File: src/rtl/rsrc_pkg.sv
package rsrc_pkg;

    localparam int MAX_TERMS = 4;

    // Width of one product field: n factors, each up to acc_w+1 bits wide
    function automatic int prod_width(input int acc_w, input int n_terms);
        return n_terms * (acc_w + 1);
    endfunction

endpackage

File: src/rtl/rsrc_ratio_reg.sv
module rsrc_ratio_reg #(
    parameter int AW    = 8,
    parameter int DEF_L = 1,
    parameter int DEF_M = 2
) (
    input  logic          clk,
    input  logic          rst,
    input  logic          load,
    input  logic [AW-1:0] l_in,
    input  logic [AW-1:0] m_in,
    output logic [AW-1:0] l_q,
    output logic [AW-1:0] m_q
);

    always_ff @(posedge clk) begin
        if (rst) begin
            l_q <= AW'(DEF_L);
            m_q <= AW'(DEF_M);
        end else if (load) begin
            l_q <= l_in;
            m_q <= m_in;
        end
    end

endmodule

File: src/rtl/rsrc_wrap_acc.sv
module rsrc_wrap_acc #(
    parameter int AW = 8
) (
    input  logic          clk,
    input  logic          rst,
    input  logic          load,
    input  logic [AW-1:0] step,
    input  logic [AW-1:0] modulus,
    output logic          wrap,
    output logic [AW-1:0] rem
);

    typedef struct packed {
        logic          wrap;
        logic [AW-1:0] rem;
    } acc_step_t;

    logic [AW-1:0] acc_q;
    logic [AW:0]   sum;
    acc_step_t     nxt;

    always_comb begin
        sum = {1'b0, acc_q} + {1'b0, step};
        if (sum >= {1'b0, modulus}) begin
            nxt.wrap = 1'b1;
            nxt.rem  = AW'(sum - {1'b0, modulus});
        end else begin
            nxt.wrap = 1'b0;
            nxt.rem  = AW'(sum);
        end
    end

    always_ff @(posedge clk) begin
        if (rst || load) acc_q <= '0;
        else             acc_q <= nxt.rem;
    end

    assign wrap = nxt.wrap;
    assign rem  = nxt.rem;

endmodule

File: src/rtl/rsrc_coef_chain.sv
module rsrc_coef_chain #(
    parameter int AW    = 8,
    parameter int NTERM = 4,
    parameter int PW    = rsrc_pkg::prod_width(AW, NTERM)
) (
    input  logic [AW-1:0]       mu,
    output logic [NTERM*PW-1:0] prod
);

    logic [PW-1:0] fac  [NTERM];
    logic [PW-1:0] part [NTERM];

    for (genvar i = 0; i < NTERM; i++) begin : g_term
        assign fac[i] = PW'(mu) + PW'(i + 1);
        if (i == 0) begin : g_first
            assign part[i] = fac[i];
        end else begin : g_next
            assign part[i] = part[i-1] * fac[i];
        end
        assign prod[i*PW +: PW] = part[i];
    end

endmodule

File: src/rtl/rsrc_phase_ctl.sv
module rsrc_phase_ctl #(
    parameter int AW    = 8,
    parameter int NTERM = 4,
    parameter int DEF_L = 1,
    parameter int DEF_M = 2,
    localparam int PW   = rsrc_pkg::prod_width(AW, NTERM)
) (
    input  logic                clk,
    input  logic                rst,
    input  logic                load,
    input  logic [AW-1:0]       ratio_l,
    input  logic [AW-1:0]       ratio_m,
    output logic                strobe,
    output logic [AW-1:0]       mu,
    output logic [NTERM*PW-1:0] mu_prod
);

    initial begin
        if (NTERM < 1 || NTERM > rsrc_pkg::MAX_TERMS)
            $error("NTERM out of range");
    end

    logic [AW-1:0]       l_q, m_q, rem;
    logic                wrap;
    logic [AW-1:0]       mu_nxt;
    logic [NTERM*PW-1:0] prod_nxt;

    rsrc_ratio_reg #(.AW(AW), .DEF_L(DEF_L), .DEF_M(DEF_M)) u_cfg (
        .clk(clk), .rst(rst), .load(load),
        .l_in(ratio_l), .m_in(ratio_m), .l_q(l_q), .m_q(m_q)
    );

    rsrc_wrap_acc #(.AW(AW)) u_acc (
        .clk(clk), .rst(rst), .load(load),
        .step(l_q), .modulus(m_q), .wrap(wrap), .rem(rem)
    );

    // phase index from the remainder left by the wrap
    assign mu_nxt = l_q - AW'(1) - rem;

    rsrc_coef_chain #(.AW(AW), .NTERM(NTERM), .PW(PW)) u_chain (
        .mu(mu_nxt), .prod(prod_nxt)
    );

    always_ff @(posedge clk) begin
        if (rst) begin
            strobe  <= 1'b0;
            mu      <= '0;
            mu_prod <= '0;
        end else if (load) begin
            strobe  <= 1'b0;
        end else begin
            strobe <= wrap;
            if (wrap) begin
                mu      <= mu_nxt;
                mu_prod <= prod_nxt;
            end
        end
    end

endmodule

File: config.mk
export PLATFORM = sky130hd
export DESIGN_NAME = rsrc_phase_ctl
export DESIGN_NICKNAME = d
export VERILOG_FILES = /design/src/rtl/rsrc_pkg.sv /design/src/rtl/rsrc_ratio_reg.sv /design/src/rtl/rsrc_wrap_acc.sv /design/src/rtl/rsrc_coef_chain.sv /design/src/rtl/rsrc_phase_ctl.sv
export SDC_FILE = /design/constraint.sdc
export NUM_CORES = 1
export LEC_CHECK = 0
export CAP_MARGIN = 10
export CORE_ASPECT_RATIO = 0.9
export CORE_MARGIN = 5
export CORE_UTILIZATION = 50
export CTS_CLUSTER_SIZE = 8
export DETAILED_ROUTE_END_ITERATION = 16
export GPL_ROUTABILITY_DRIVEN = 0
export GPL_TIMING_DRIVEN = 0
export PLACE_DENSITY = 0.73
export SYNTH_ARGS = -nofsm -noshare
export SYNTH_HDL_FRONTEND = slang
export SYNTH_SLANG_ARGS = --single-unit
File: constraint.sdc
create_clock -name clk -period 18.8 [get_ports clk]
set_input_delay 4.7 -clock clk [delete_from_list [all_inputs] [get_ports clk]]
set_output_delay 4.7 -clock clk [all_outputs]
set_load 0.005 [all_outputs]
==> impl_metrics.py <==
metrics = {
    "critical_path": {
        "cp_slowest_cell": "fa_1",
        "crit_path_end_kind": "flop",
        "worstPathRequired_ns": 19.13,
        "worst_setup_path_start_kind": "flop",
        "slowest_delay_ns": 0.57,
        "critPathMaxFanout": 10,
        "criticalPathCategory": "flop to flop",
        "arrival_ns": 18.76,
    },
    "route": {
        "antenna_left": 0,
        "drt-vias-per-instance": 5.50,
        "drc": 0,
        "num_vias": 19069,
        "wl_um": 66300,
        "wl_per_cell_um": 19.1,
        "firstDrtPassIters": 6,
        "drt-initial-drc-count": 1533,
    },
    "final_layout": {
        "fin_cells": 3464,
        "drive_gt1_frac": 0.117,
        "num-nets-final": 3446,
        "area_growth_pct": 20.2,
        "multi_input_area_um2": 18000,
        "fillers": 3549,
        "seqCellArea_um2": 2520,
        "fin_util": 0.608,
        "fin_area_um2": 26100,
    },
    "synth": {
        "netlist_area_um2": 21700,
        "synth_top_area_share": 0.335,
        "synthArstFlopShare": 0,
        "avgSynthCellArea_um2": 8.26,
        "synth_enable_flop_cells": 0,
        "seq_area_frac_synth": 0.116,
        "ys_types": 70,
        "synth-main-ff-cell": "dfxtp_1",
        "ys_top_cells_by_area": "fa_1 33%, dfxtp_1 12%, ha_1 9.7%, inv_1 7.8%, nand2_1 7.1%",
        "ys_seq_elements": 126,
        "syn_inst": 2631,
        "synth_warnings": 0,
        "synth_top_cell_by_area": "fa_1",
    },
    "placed_design": {
        "post-dp-hpwl_um": 51200,
        "placed_area_um2": 23800,
        "port_buffers": 119,
        "dp.cells": 3356,
        "post-place-ws_ns": -2.87,
    },
    "sta": {
        "period_minus_slack_ns": 18.43,
        "finalClockSkew_ns": 0.0194,
        "relSlewSlack": 0.272,
        "period_share": 0.981,
        "final_max_slew_viol_count": 0,
        "worst_pin_slew_ns": 1.08,
        "setup_viol": 0,
        "finalHoldViolations": 0,
        "setup_ws_ns": 0.366,
        "fmax_ghz": 0.0542,
    },
    "grt": {
        "grt_overflow": 0,
        "gr-max-usage-layer": "met2",
        "antenna_found_initial": 1,
        "grt_pass1_vias": 19692,
        "grt_max_degree": 17,
        "grtUsageTotal": 0.275,
        "grt_pass1_wl_um": 104000,
        "use_met1": 0.363,
        "grt_util_met3": 0.0728,
        "grt_use_met2": 0.431,
    },
    "clocking": {
        "postCtsHoldBufs": 0,
        "htree_levels": 4,
        "cts-root-buf": "clkbuf_16",
        "clock_sinks": 126,
        "cts_tree": "done",
        "clk_path_buf_depth": 2,
        "path_clk_slew_ns": 0.07,
        "clkLatencyLatePin_ns": 0.49,
        "cts_made_buffers": 17,
    },
    "floorplanning": {
        "ioPinCount": 172,
        "die_w_um": 230,
        "core-area_um2": 43000,
        "initial_utilization": 0.505,
        "die_h_um": 208,
        "rows": 72,
        "die_area_um2": 47700,
    },
    "outcome": {
        "outcome": "finished, final reports clean",
    },
    "min_path": {
        "worstHoldPathType": "flop to flop",
    },
    "flow_run": {
        "cap_viol_max_count": 0,
    },
}
-- logic make-up after synthesis --
logic type      Yosys count  synth area share
buf+inv                 595             0.112
other cells               1          0.000173
simple gates            908             0.185
flops                   126             0.116
mux                      19           0.00881
xor+xnor                126            0.0521
fa+ha+maj               532             0.432
compound gates          324            0.0942
-- cell usage in the layout, fill, tap and decap left out, types with 51 or more instances in the layout --
cell type,n
clkdlybuf4s50_1,119
conb_1,51
nand2_1,404
xnor2_1,68
buf_4,126
and2_1,98
ha_1,152
fa_1,361
inv_1,447
nor2_1,232
dfxtp_1,124
clkbuf_1,75
a21oi_1,130
-- metrics by stage --
stage / hold WS [ns] / setup TNS (ns)
2_1_floorplan: 0.448 / 0
3_3_place_gp: 0.444 / -37.20
3_5_place_dp: 0.444 / -41.41
4_1_cts: 0.454 / 0
5_1_grt: 0.469 / -1.93
6_report: 0.453 / 0
-- synth_stat cells, types with 4 or more instances --
cell type    n
nand4_1      6
nand2b_1    34
nand3_1     19
o21ai_0     32
a211oi_1    14
buf_1        8
buf_4       51
clkbuf_1    84
nor2_1     247
nand2_1    412
inv_1      449
a31oi_1      5
o21bai_1    24
xnor2_1     93
a21oi_1    158
nor3_1      27
dfxtp_1    126
mux2i_1     18
o2111ai_1    5
and3_1      11
o21a_1      14
or3_1        8
xor2_1      30
o211ai_1     4
nor2b_1     13
a21o_1      28
and2_1      99
fa_1       363
nor4_1       7
o31ai_1      5
ha_1       169
or2_2       10
-- metal layers --
| metal | part of all wire | up-vias |
|---|---|---|
| met5 | 0 | - |
| met4 | 0.044 | 0 |
| met3 | 0.11 | 177 |
| met2 | 0.45 | 961 |
| met1 | 0.39 | 9394 |
| li1 | - | 8537 |
-- worst paths after layout --
check                           slack, ns         start  cells past startpoint      endpoint
worst max-delay path                 0.37  u_cfg.l_q[0]                     84  mu_prod[142]
worst min-delay path                 0.45  mu_prod[118]                      2  mu_prod[118]
worst max register to register       0.37  u_cfg.l_q[0]                     84  mu_prod[142]
worst min register to register       0.45  mu_prod[118]                      2  mu_prod[118]
-- cell type report --
type | count | area share
multi-input cells | 1960 | 0.689
clock inverters | 13 | 0.00767
repair buffers | 197 | 0.0685
inverters | 451 | 0.0650
well taps | 555 | 0.0266
diodes | 1 | 0.0000958
flip-flops and latches | 126 | 0.0967
clock buffers | 19 | 0.0170
plain buffers | 142 | 0.0299
-- state kept, by name, summed over array words and instances, names as in the netlist --
signal	count
strobe	1
mu_prod	93
u_cfg.m_q	8
mu	8
u_cfg.l_q	8
u_acc.acc_q	8
-- what timing repair did --
| item | CTS | global route |
|---|---|---|
| pin swaps | 23 | 60 |
| buffers inserted | 28 | 49 |
| setup endpoints to repair | 23 | 18 |
| gates resized for setup | 104 | 131 |
-- worst max-delay path, delay by kind of cell (launching register included) --
kind | cells | cell delay, ns
multiplexers | 1 | 0.20
buffers and inverters | 16 | 1.54
adder cells (fa/ha/maj) | 19 | 8.13
AND/OR/NAND/NOR | 14 | 2.67
AO/OA/AOI/OAI | 31 | 4.86
XOR/XNOR | 3 | 0.49
flip-flops | 1 | 0.36
Power is left out: the tool's default activity adds up to more than one toggle a clock period on the data nets, which glitch-free logic cannot reach.
